### src/rtl/ptg_pkg.sv
package ptg_pkg;
  typedef enum logic {
    PH_BITS = 1'b0,
    PH_GAP  = 1'b1
  } ptg_phase_e;

  typedef enum logic {
    MODE_PATTERN = 1'b0,
    MODE_SQUARE  = 1'b1
  } ptg_mode_e;
endpackage

### src/rtl/ptg_cfg_hold.sv
module ptg_cfg_hold #(
  parameter int PAT_W  = 32,
  parameter int LEN_W  = 5,
  parameter int LOOP_W = 16,
  parameter int GAP_W  = 16,
  parameter int HALF_W = 16
) (
  input  logic              clk,
  input  logic              rst_n,
  input  logic              load,
  input  logic              in_square,
  input  logic [PAT_W-1:0]  in_pattern,
  input  logic [LEN_W-1:0]  in_len,
  input  logic [LOOP_W-1:0] in_loops,
  input  logic [GAP_W-1:0]  in_gap,
  input  logic [HALF_W-1:0] in_half,
  output ptg_pkg::ptg_mode_e mode_q,
  output logic [PAT_W-1:0]  pat_q,
  output logic [LEN_W:0]    nbits_q,
  output logic [LOOP_W-1:0] loops_q,
  output logic [GAP_W-1:0]  gap_q,
  output logic [HALF_W-1:0] half_q,
  output logic              err_q
);
  import ptg_pkg::*;

  // Length decode: code 0 selects the full width, code 1 falls back to two bits.
  function automatic logic [LEN_W:0] decode_len(input logic [LEN_W-1:0] code);
    if (code == '0)      return (LEN_W+1)'(PAT_W);
    else if (code == 1)  return (LEN_W+1)'(2);
    else                 return {1'b0, code};
  endfunction

  wire bad_code = (in_len == LEN_W'(1)) && !in_square;

  always_ff @(posedge clk or negedge rst_n) begin
    if (!rst_n) begin
      mode_q  <= MODE_PATTERN;
      pat_q   <= '0;
      nbits_q <= (LEN_W+1)'(PAT_W);
      loops_q <= '0;
      gap_q   <= '0;
      half_q  <= '0;
      err_q   <= 1'b0;
    end else if (load) begin
      mode_q  <= in_square ? MODE_SQUARE : MODE_PATTERN;
      pat_q   <= in_pattern;
      nbits_q <= decode_len(in_len);
      loops_q <= in_loops;
      gap_q   <= in_gap;
      half_q  <= in_half;
      if (bad_code) err_q <= 1'b1;
    end
  end

  a_r4_err_sticky: assert property (@(posedge clk) disable iff (!rst_n)
    err_q |=> err_q);
  a_r3_len_legal: assert property (@(posedge clk) disable iff (!rst_n)
    (nbits_q >= 2) && (nbits_q <= PAT_W));
endmodule

### src/rtl/ptg_pattern_seq.sv
module ptg_pattern_seq #(
  parameter int PAT_W  = 32,
  parameter int LEN_W  = 5,
  parameter int LOOP_W = 16,
  parameter int GAP_W  = 16
) (
  input  logic              clk,
  input  logic              rst_n,
  input  logic              restart,
  input  logic              go,
  input  logic              tick,
  input  logic [PAT_W-1:0]  pat,
  input  logic [LEN_W:0]    nbits,
  input  logic [LOOP_W-1:0] loops,
  input  logic [GAP_W-1:0]  gap,
  output logic              bit_val,
  output logic              in_gap,
  output logic              exit_evt
);
  import ptg_pkg::*;

  ptg_phase_e        phase_q;
  logic [LEN_W-1:0]  idx_q;
  logic [LOOP_W-1:0] sent_q;
  logic [GAP_W-1:0]  gcnt_q;

  wire step      = go && tick;
  wire last_bit  = ((LEN_W+1)'(idx_q) + (LEN_W+1)'(1)) == nbits;
  wire last_gap  = (gcnt_q + GAP_W'(1)) == gap;
  wire finite    = (loops != '0);
  wire last_send = finite && ((sent_q + LOOP_W'(1)) == loops);
  wire send_end  = step && (phase_q == PH_BITS) && last_bit;

  assign exit_evt = send_end && last_send;
  assign in_gap   = (phase_q == PH_GAP);
  assign bit_val  = !in_gap && pat[idx_q];

  always_ff @(posedge clk or negedge rst_n) begin
    if (!rst_n) begin
      phase_q <= PH_BITS;
      idx_q   <= '0;
      sent_q  <= '0;
      gcnt_q  <= '0;
    end else if (restart) begin
      phase_q <= PH_BITS;
      idx_q   <= '0;
      sent_q  <= '0;
      gcnt_q  <= '0;
    end else if (step) begin
      if (phase_q == PH_BITS) begin
        if (!last_bit) begin
          idx_q <= idx_q + LEN_W'(1);
        end else begin
          idx_q <= '0;
          if (finite) sent_q <= sent_q + LOOP_W'(1);
          if (gap != '0 && !last_send) begin
            phase_q <= PH_GAP;
            gcnt_q  <= '0;
          end
        end
      end else begin
        if (last_gap) begin
          phase_q <= PH_BITS;
          gcnt_q  <= '0;
        end else begin
          gcnt_q <= gcnt_q + GAP_W'(1);
        end
      end
    end
  end

  a_r3_idx_in_range: assert property (@(posedge clk) disable iff (!rst_n)
    go |-> ((LEN_W+1)'(idx_q) < nbits));
  a_r5_gap_idx_zero: assert property (@(posedge clk) disable iff (!rst_n)
    in_gap |-> (idx_q == '0));
  a_r5_gap_bounded: assert property (@(posedge clk) disable iff (!rst_n)
    (go && in_gap) |-> (gcnt_q < gap));
endmodule

### src/rtl/ptg_square.sv
module ptg_square #(
  parameter int HALF_W = 16
) (
  input  logic              clk,
  input  logic              rst_n,
  input  logic              restart,
  input  logic              go,
  input  logic              tick,
  input  logic [HALF_W-1:0] half,
  output logic              level
);
  logic [HALF_W-1:0] div_q;
  wire flip = go && tick && (div_q == half);

  always_ff @(posedge clk or negedge rst_n) begin
    if (!rst_n) begin
      div_q <= '0;
      level <= 1'b0;
    end else if (restart) begin
      div_q <= '0;
      level <= 1'b1;
    end else if (go && tick) begin
      if (flip) begin
        div_q <= '0;
        level <= !level;
      end else begin
        div_q <= div_q + HALF_W'(1);
      end
    end
  end

  a_r10_div_bound: assert property (@(posedge clk) disable iff (!rst_n)
    go |-> (div_q <= half));
  a_r10_toggle_on_tick: assert property (@(posedge clk) disable iff (!rst_n)
    (go && !tick && !restart) |=> $stable(level));
endmodule

### src/rtl/pulse_train_gen.sv
module pulse_train_gen #(
  parameter int PAT_W  = 32,
  parameter int LOOP_W = 16,
  parameter int GAP_W  = 16,
  parameter int HALF_W = 16
) (
  input  logic              clk,
  input  logic              rst_n,
  input  logic              bit_tick,
  input  logic              enable,
  input  logic              cfg_square,
  input  logic [PAT_W-1:0]  cfg_pattern,
  input  logic [$clog2(PAT_W)-1:0] cfg_len,
  input  logic [LOOP_W-1:0] cfg_loops,
  input  logic [GAP_W-1:0]  cfg_gap,
  input  logic [HALF_W-1:0] cfg_half,
  output logic              pin_out,
  output logic              running,
  output logic              loop_done,
  output logic              cfg_err
);
  import ptg_pkg::*;

  localparam int LEN_W = $clog2(PAT_W);

  logic active_q, parked_q, done_q;

  ptg_mode_e         mode_q;
  logic [PAT_W-1:0]  pat_q;
  logic [LEN_W:0]    nbits_q;
  logic [LOOP_W-1:0] loops_q;
  logic [GAP_W-1:0]  gap_q;
  logic [HALF_W-1:0] half_q;
  logic              seq_bit, seq_gap, seq_exit, sq_level;

  // Named events for the checks and the sub-blocks.
  wire start_evt = enable && !active_q && !parked_q;
  wire pat_go    = enable && active_q && (mode_q == MODE_PATTERN);
  wire sq_go     = enable && active_q && (mode_q == MODE_SQUARE);
  wire finish    = pat_go && seq_exit;

  ptg_cfg_hold #(
    .PAT_W(PAT_W), .LEN_W(LEN_W), .LOOP_W(LOOP_W), .GAP_W(GAP_W), .HALF_W(HALF_W)
  ) cfg_i (
    .clk(clk), .rst_n(rst_n), .load(start_evt),
    .in_square(cfg_square), .in_pattern(cfg_pattern), .in_len(cfg_len),
    .in_loops(cfg_loops), .in_gap(cfg_gap), .in_half(cfg_half),
    .mode_q(mode_q), .pat_q(pat_q), .nbits_q(nbits_q), .loops_q(loops_q),
    .gap_q(gap_q), .half_q(half_q), .err_q(cfg_err)
  );

  ptg_pattern_seq #(
    .PAT_W(PAT_W), .LEN_W(LEN_W), .LOOP_W(LOOP_W), .GAP_W(GAP_W)
  ) seq_i (
    .clk(clk), .rst_n(rst_n), .restart(start_evt || !enable), .go(pat_go),
    .tick(bit_tick), .pat(pat_q), .nbits(nbits_q), .loops(loops_q), .gap(gap_q),
    .bit_val(seq_bit), .in_gap(seq_gap), .exit_evt(seq_exit)
  );

  ptg_square #(.HALF_W(HALF_W)) sq_i (
    .clk(clk), .rst_n(rst_n), .restart(start_evt), .go(sq_go),
    .tick(bit_tick), .half(half_q), .level(sq_level)
  );

  always_ff @(posedge clk or negedge rst_n) begin
    if (!rst_n) begin
      active_q <= 1'b0;
      parked_q <= 1'b0;
      done_q   <= 1'b0;
    end else begin
      done_q <= finish;
      if (!enable) begin
        active_q <= 1'b0;
        parked_q <= 1'b0;
      end else if (start_evt) begin
        active_q <= 1'b1;
      end else if (finish) begin
        active_q <= 1'b0;
        parked_q <= 1'b1;
      end
    end
  end

  assign running   = active_q;
  assign loop_done = done_q;
  assign pin_out   = active_q && ((mode_q == MODE_SQUARE) ? sq_level : seq_bit);

  a_r6_done_one_cycle: assert property (@(posedge clk) disable iff (!rst_n)
    loop_done |=> !loop_done);
  a_r6_done_stopped: assert property (@(posedge clk) disable iff (!rst_n)
    loop_done |-> (!running && !pin_out));
  a_r6_parked_stays: assert property (@(posedge clk) disable iff (!rst_n)
    (loop_done && enable) |=> !running);
  a_r8_disable_stops: assert property (@(posedge clk) disable iff (!rst_n)
    !enable |=> (!running && !pin_out));
  a_r5_gap_low: assert property (@(posedge clk) disable iff (!rst_n)
    (running && mode_q == MODE_PATTERN && seq_gap) |-> !pin_out);
  a_r2_hold_no_tick: assert property (@(posedge clk) disable iff (!rst_n)
    (running && enable && !bit_tick) |=> $stable(pin_out));
endmodule

### config.mk
export PLATFORM = sky130hd
export DESIGN_NAME = pulse_train_gen
export DESIGN_NICKNAME = d
export VERILOG_FILES = /design/src/rtl/ptg_pkg.sv /design/src/rtl/ptg_cfg_hold.sv /design/src/rtl/ptg_pattern_seq.sv /design/src/rtl/ptg_square.sv /design/src/rtl/pulse_train_gen.sv
export SDC_FILE = /design/constraint.sdc
export NUM_CORES = 1
export LEC_CHECK = 0
export BUFFER_PORTS_ARGS = -buffer_cell sky130_fd_sc_hd__buf_4
export CORE_MARGIN = 1.5
export CORE_UTILIZATION = 53
export DETAILED_ROUTE_END_ITERATION = 10
export PLACE_DENSITY_LB_ADDON = 0.25
export RECOVER_POWER = 50
export SLEW_MARGIN = 5
export SYNTH_ARGS = -nofsm -noshare
export SYNTH_HDL_FRONTEND = slang
export SYNTH_SLANG_ARGS = --single-unit
### constraint.sdc
create_clock -name clk -period 2.85 [get_ports clk]
set_clock_uncertainty 0.15 [all_clocks]
set_input_delay 0.1425 -clock clk [delete_from_list [all_inputs] [get_ports clk]]
set_output_delay 0.1425 -clock clk [all_outputs]
set_load 0.05 [all_outputs]
==> run summary <==
HP Class: input port to flip-flop
Max Freq: 0.358 GHz
Via density: 5.60
count of input and output buffers: 93
CP required: 3.05 ns
CTS sink cnt: 146
Yosys top cell by area: dfrtp_1
failing checks: DRC
die area: 15800 µm²
Yosys Warn Count: 0
Wirelength per Cell: 16.6 µm
PwrDens: 528 nW/µm²
fin area: 10700 µm²
share of cells above drive strength 1: 18.3%
largest cells by area after synthesis: dfrtp_1 45%, nand2_1 14%, xnor2_1 6.0%
EDFF count, synth: 0
Core Area: 14600 µm²
sequential share of the synthesized area: 45.8%
Post-Syn Area: 7980 µm²
CP max-delay cell: or4_4
Max Buffers Root-to-Sink: 2
Starting Density: 54.5%
slowest stage delay, CP: 0.55 ns
Reg-to-Reg Start: seq_i.sent_q[3]
dominant cell by count in the synthesized netlist: nand2_1
Area Overhead vs Synth: 33.4%
endpoint of the lowest-slack register-to-register path: seq_i.gcnt_q[6]
Leakage: 0.00486 µW
Yosys reg bits: 146
clk_lat worst skew: 0.44 ns
Hold Path Stages: 4
minimum clock period: 2.79 ns
Reg clk slew, reported paths: 0.06 ns
syn_nets: 1007
IO Count: 94
Setup TNS: 0 ns
Post-DP HPWL: 13000 µm
initial DRC count: 631
Distinct cells, synth: 70
outcome: complete, but fails checks
max-slew violations: 0
Rows: 44
detailed-route wire length: 21500 µm
Crit path arrival time: 2.99 ns
cell count after placement: 1172
unrepaired setup endpoints after global routing: true
Post-Layout Cell Count: 1297
initial antenna violation count: 0
CTS root buffer: clkbuf_16
CP Class: flip-flop to flip-flop
largest net degree at the start of global routing: 79
Hold Startpoint: bit_tick
Die X: 126 µm
dominant synthesized flop cell: dfrtp_1
CTS Buf Count: 17
Ant. Diodes: 0
dpl cell area: 8970 µm²
chip height: 126 µm
fraction of registers with async set/reset: 100%
final setup vio count: 0
drc violations: 4
max-capacitance violation count: 0
maximum VDD drop: 0.000510 V
Synth top cells by count: 290 x nand2_1, 145 x dfrtp_1, 55 x xnor2_1, 50 x nor2_1, 35 x xor2_1
CTS tree: yes
Fin. Hold Viols: 0
Startpoint Class: flip-flop
Avg Cell Area, Syn: 8.74 µm²
CP Capture Type: flip-flop
first-pass GRT wire length: 35400 µm
total gr overflow: 0
worst reg-to-reg setup slack: 0.06 ns
worst-margin pin slew: 1.31 ns
Reg2Reg Depth: 8
Final Cycle Share: 98.0%
Hold Path End: sq_i.div_q[11]
crit path cell chain: or3b_1 -> a21oi_1 -> a311oi_1 -> or4_4 -> o41ai_4 -> nand3_4 -> clkbuf_16 -> o221ai_2
Synth top area share: 45.4%
critical path peak fanout: 8
post-route ant nets: 0
global-route usage over all layers: 28.0%
Vias: 7259
Clock H-tree levels: 4
slew margin rel.: 12.9%
FILL cells: 1010
nets@finish: 1194
Syn Inst Count: 913
final RePlAce weighted congestion: 0.898
vias in the first global route: 7314
first-pass iteration count of the detailed router: 8
[sequential cells by signal (all words and copies together) (netlist names), 5 cells and up]
| name | cells |
|---|---|
| cfg_i.nbits_q | 6 |
| cfg_i.half_q | 16 |
| seq_i.gcnt_q | 16 |
| cfg_i.gap_q | 16 |
| seq_i.sent_q | 16 |
| cfg_i.pat_q | 32 |
| sq_i.div_q | 16 |
| seq_i.idx_q | 5 |
| cfg_i.loops_q | 16 |
[where the power goes]
part           internal, µW  switching, µW  total, µW  leakage (µW)
sequential             2230            143       2380       0.00188
combinational           396            415        811       0.00267
clock                  1510            937       2440      0.000310
[metrics by stage]
stage / util, % / hold slack [ns] / power [µW] / setup slack, ns
detailed placement: 61.3 / -0.0294 / 3080 / -0.0213
floorplan: - / -0.303 / 2790 / 0.0718
global placement: 61.3 / -0.0287 / 3060 / 0.0869
CTS: 71.9 / 0.0932 / 5620 / 0.00420
global route: 72.8 / 0.165 / 5840 / -0.00458
finish: 72.8 / 0.107 / 5630 / 0.0559
[worst max-delay path, delay by kind of cell, from the launching register on]
family          cells  cell delay, ns
compound gates      4            0.75
buf+inv             1            0.21
flops               1            0.47
simple gates        3            1.11
[area by class of cell]
| cell class | instances | area (µm²) | share of cell area, % |
|---|---|---|---|
| Inverter | 21 | 78.8 | 0.740 |
| Clock inverter | 13 | 200 | 1.88 |
| Sequential cell | 146 | 3660 | 34.4 |
| Timing Repair Buffer | 220 | 1920 | 18.0 |
| Tap cell | 184 | 230 | 2.16 |
| Clock buffer | 19 | 443 | 4.16 |
| Multi-Input combinational cell | 694 | 4120 | 38.7 |
[cell usage in the layout (no fill, tap or decap), drive strengths merged, types with 3 or more instances in the layout]
cell / count
or2: 3
and2: 6
xnor2: 55
a22o: 4
or3: 16
nand4: 32
nor3: 11
dfrtp: 145
bufinv: 4
nand2: 291
nand3b: 3
o221ai: 13
mux2i: 12
buf: 125
a2111oi: 3
nor4: 19
a22oi: 3
nand2b: 7
ha: 4
a21oi: 16
and3: 7
inv: 23
nor2: 50
or3b: 4
xor2: 35
o21ai: 22
mux4: 4
dlygate4sd3: 89
clkinv: 6
clkbuf: 25
a311oi: 3
nand3: 34
nor2b: 5
a31o: 3
[cells by family after synthesis]
kind of cell               Yosys count  share of synthesized area, %
AOI/OAI and AO/OA                   87                          8.82
muxes                               17                          2.77
buffers and inverters               73                          3.87
DFF                                146                          45.8
and+or+nand+nor                    496                          28.3
xor gates and xnor gates            90                          9.87
adders and majority gates            4                         0.627
[what timing repair did]
action | 4_1_cts | 5_1_grt
setup endpoints to repair | 2 | 21
hold buffers | 89 | 0
setup buffers | 1 | 2
hold endpoints to repair | 196 | 0
gates resized for setup | 1 | 23
gates cloned | 0 | 1
pin swaps | 2 | 10
[worst max-delay path by stage]
stage / start / end / cells past startpoint
3_3_place_gp: seq_i.sent_q[0] / seq_i.gcnt_q[15] / 8
2_1_floorplan: seq_i.gcnt_q[0] / seq_i.gcnt_q[14] / 9
3_5_place_dp: seq_i.gcnt_q[1] / seq_i.gcnt_q[10] / 9
4_1_cts: seq_i.gcnt_q[9] / seq_i.gcnt_q[10] / 8
6_report: seq_i.sent_q[3] / seq_i.gcnt_q[6] / 8
5_1_grt: seq_i.gcnt_q[1] / seq_i.gcnt_q[10] / 10
[routing by layer]
metal | track usage (%) | share of wire (%) | wire (µm)
met1 | 35.2 | 42 | 9090
met2 | 48.9 | 51 | 11000
met3 | 5.90 | 5.0 | 1070
met4 | 8.45 | 1.9 | 401
met5 | 0 | 0 | 0
(Power assumes the default switching activity.)
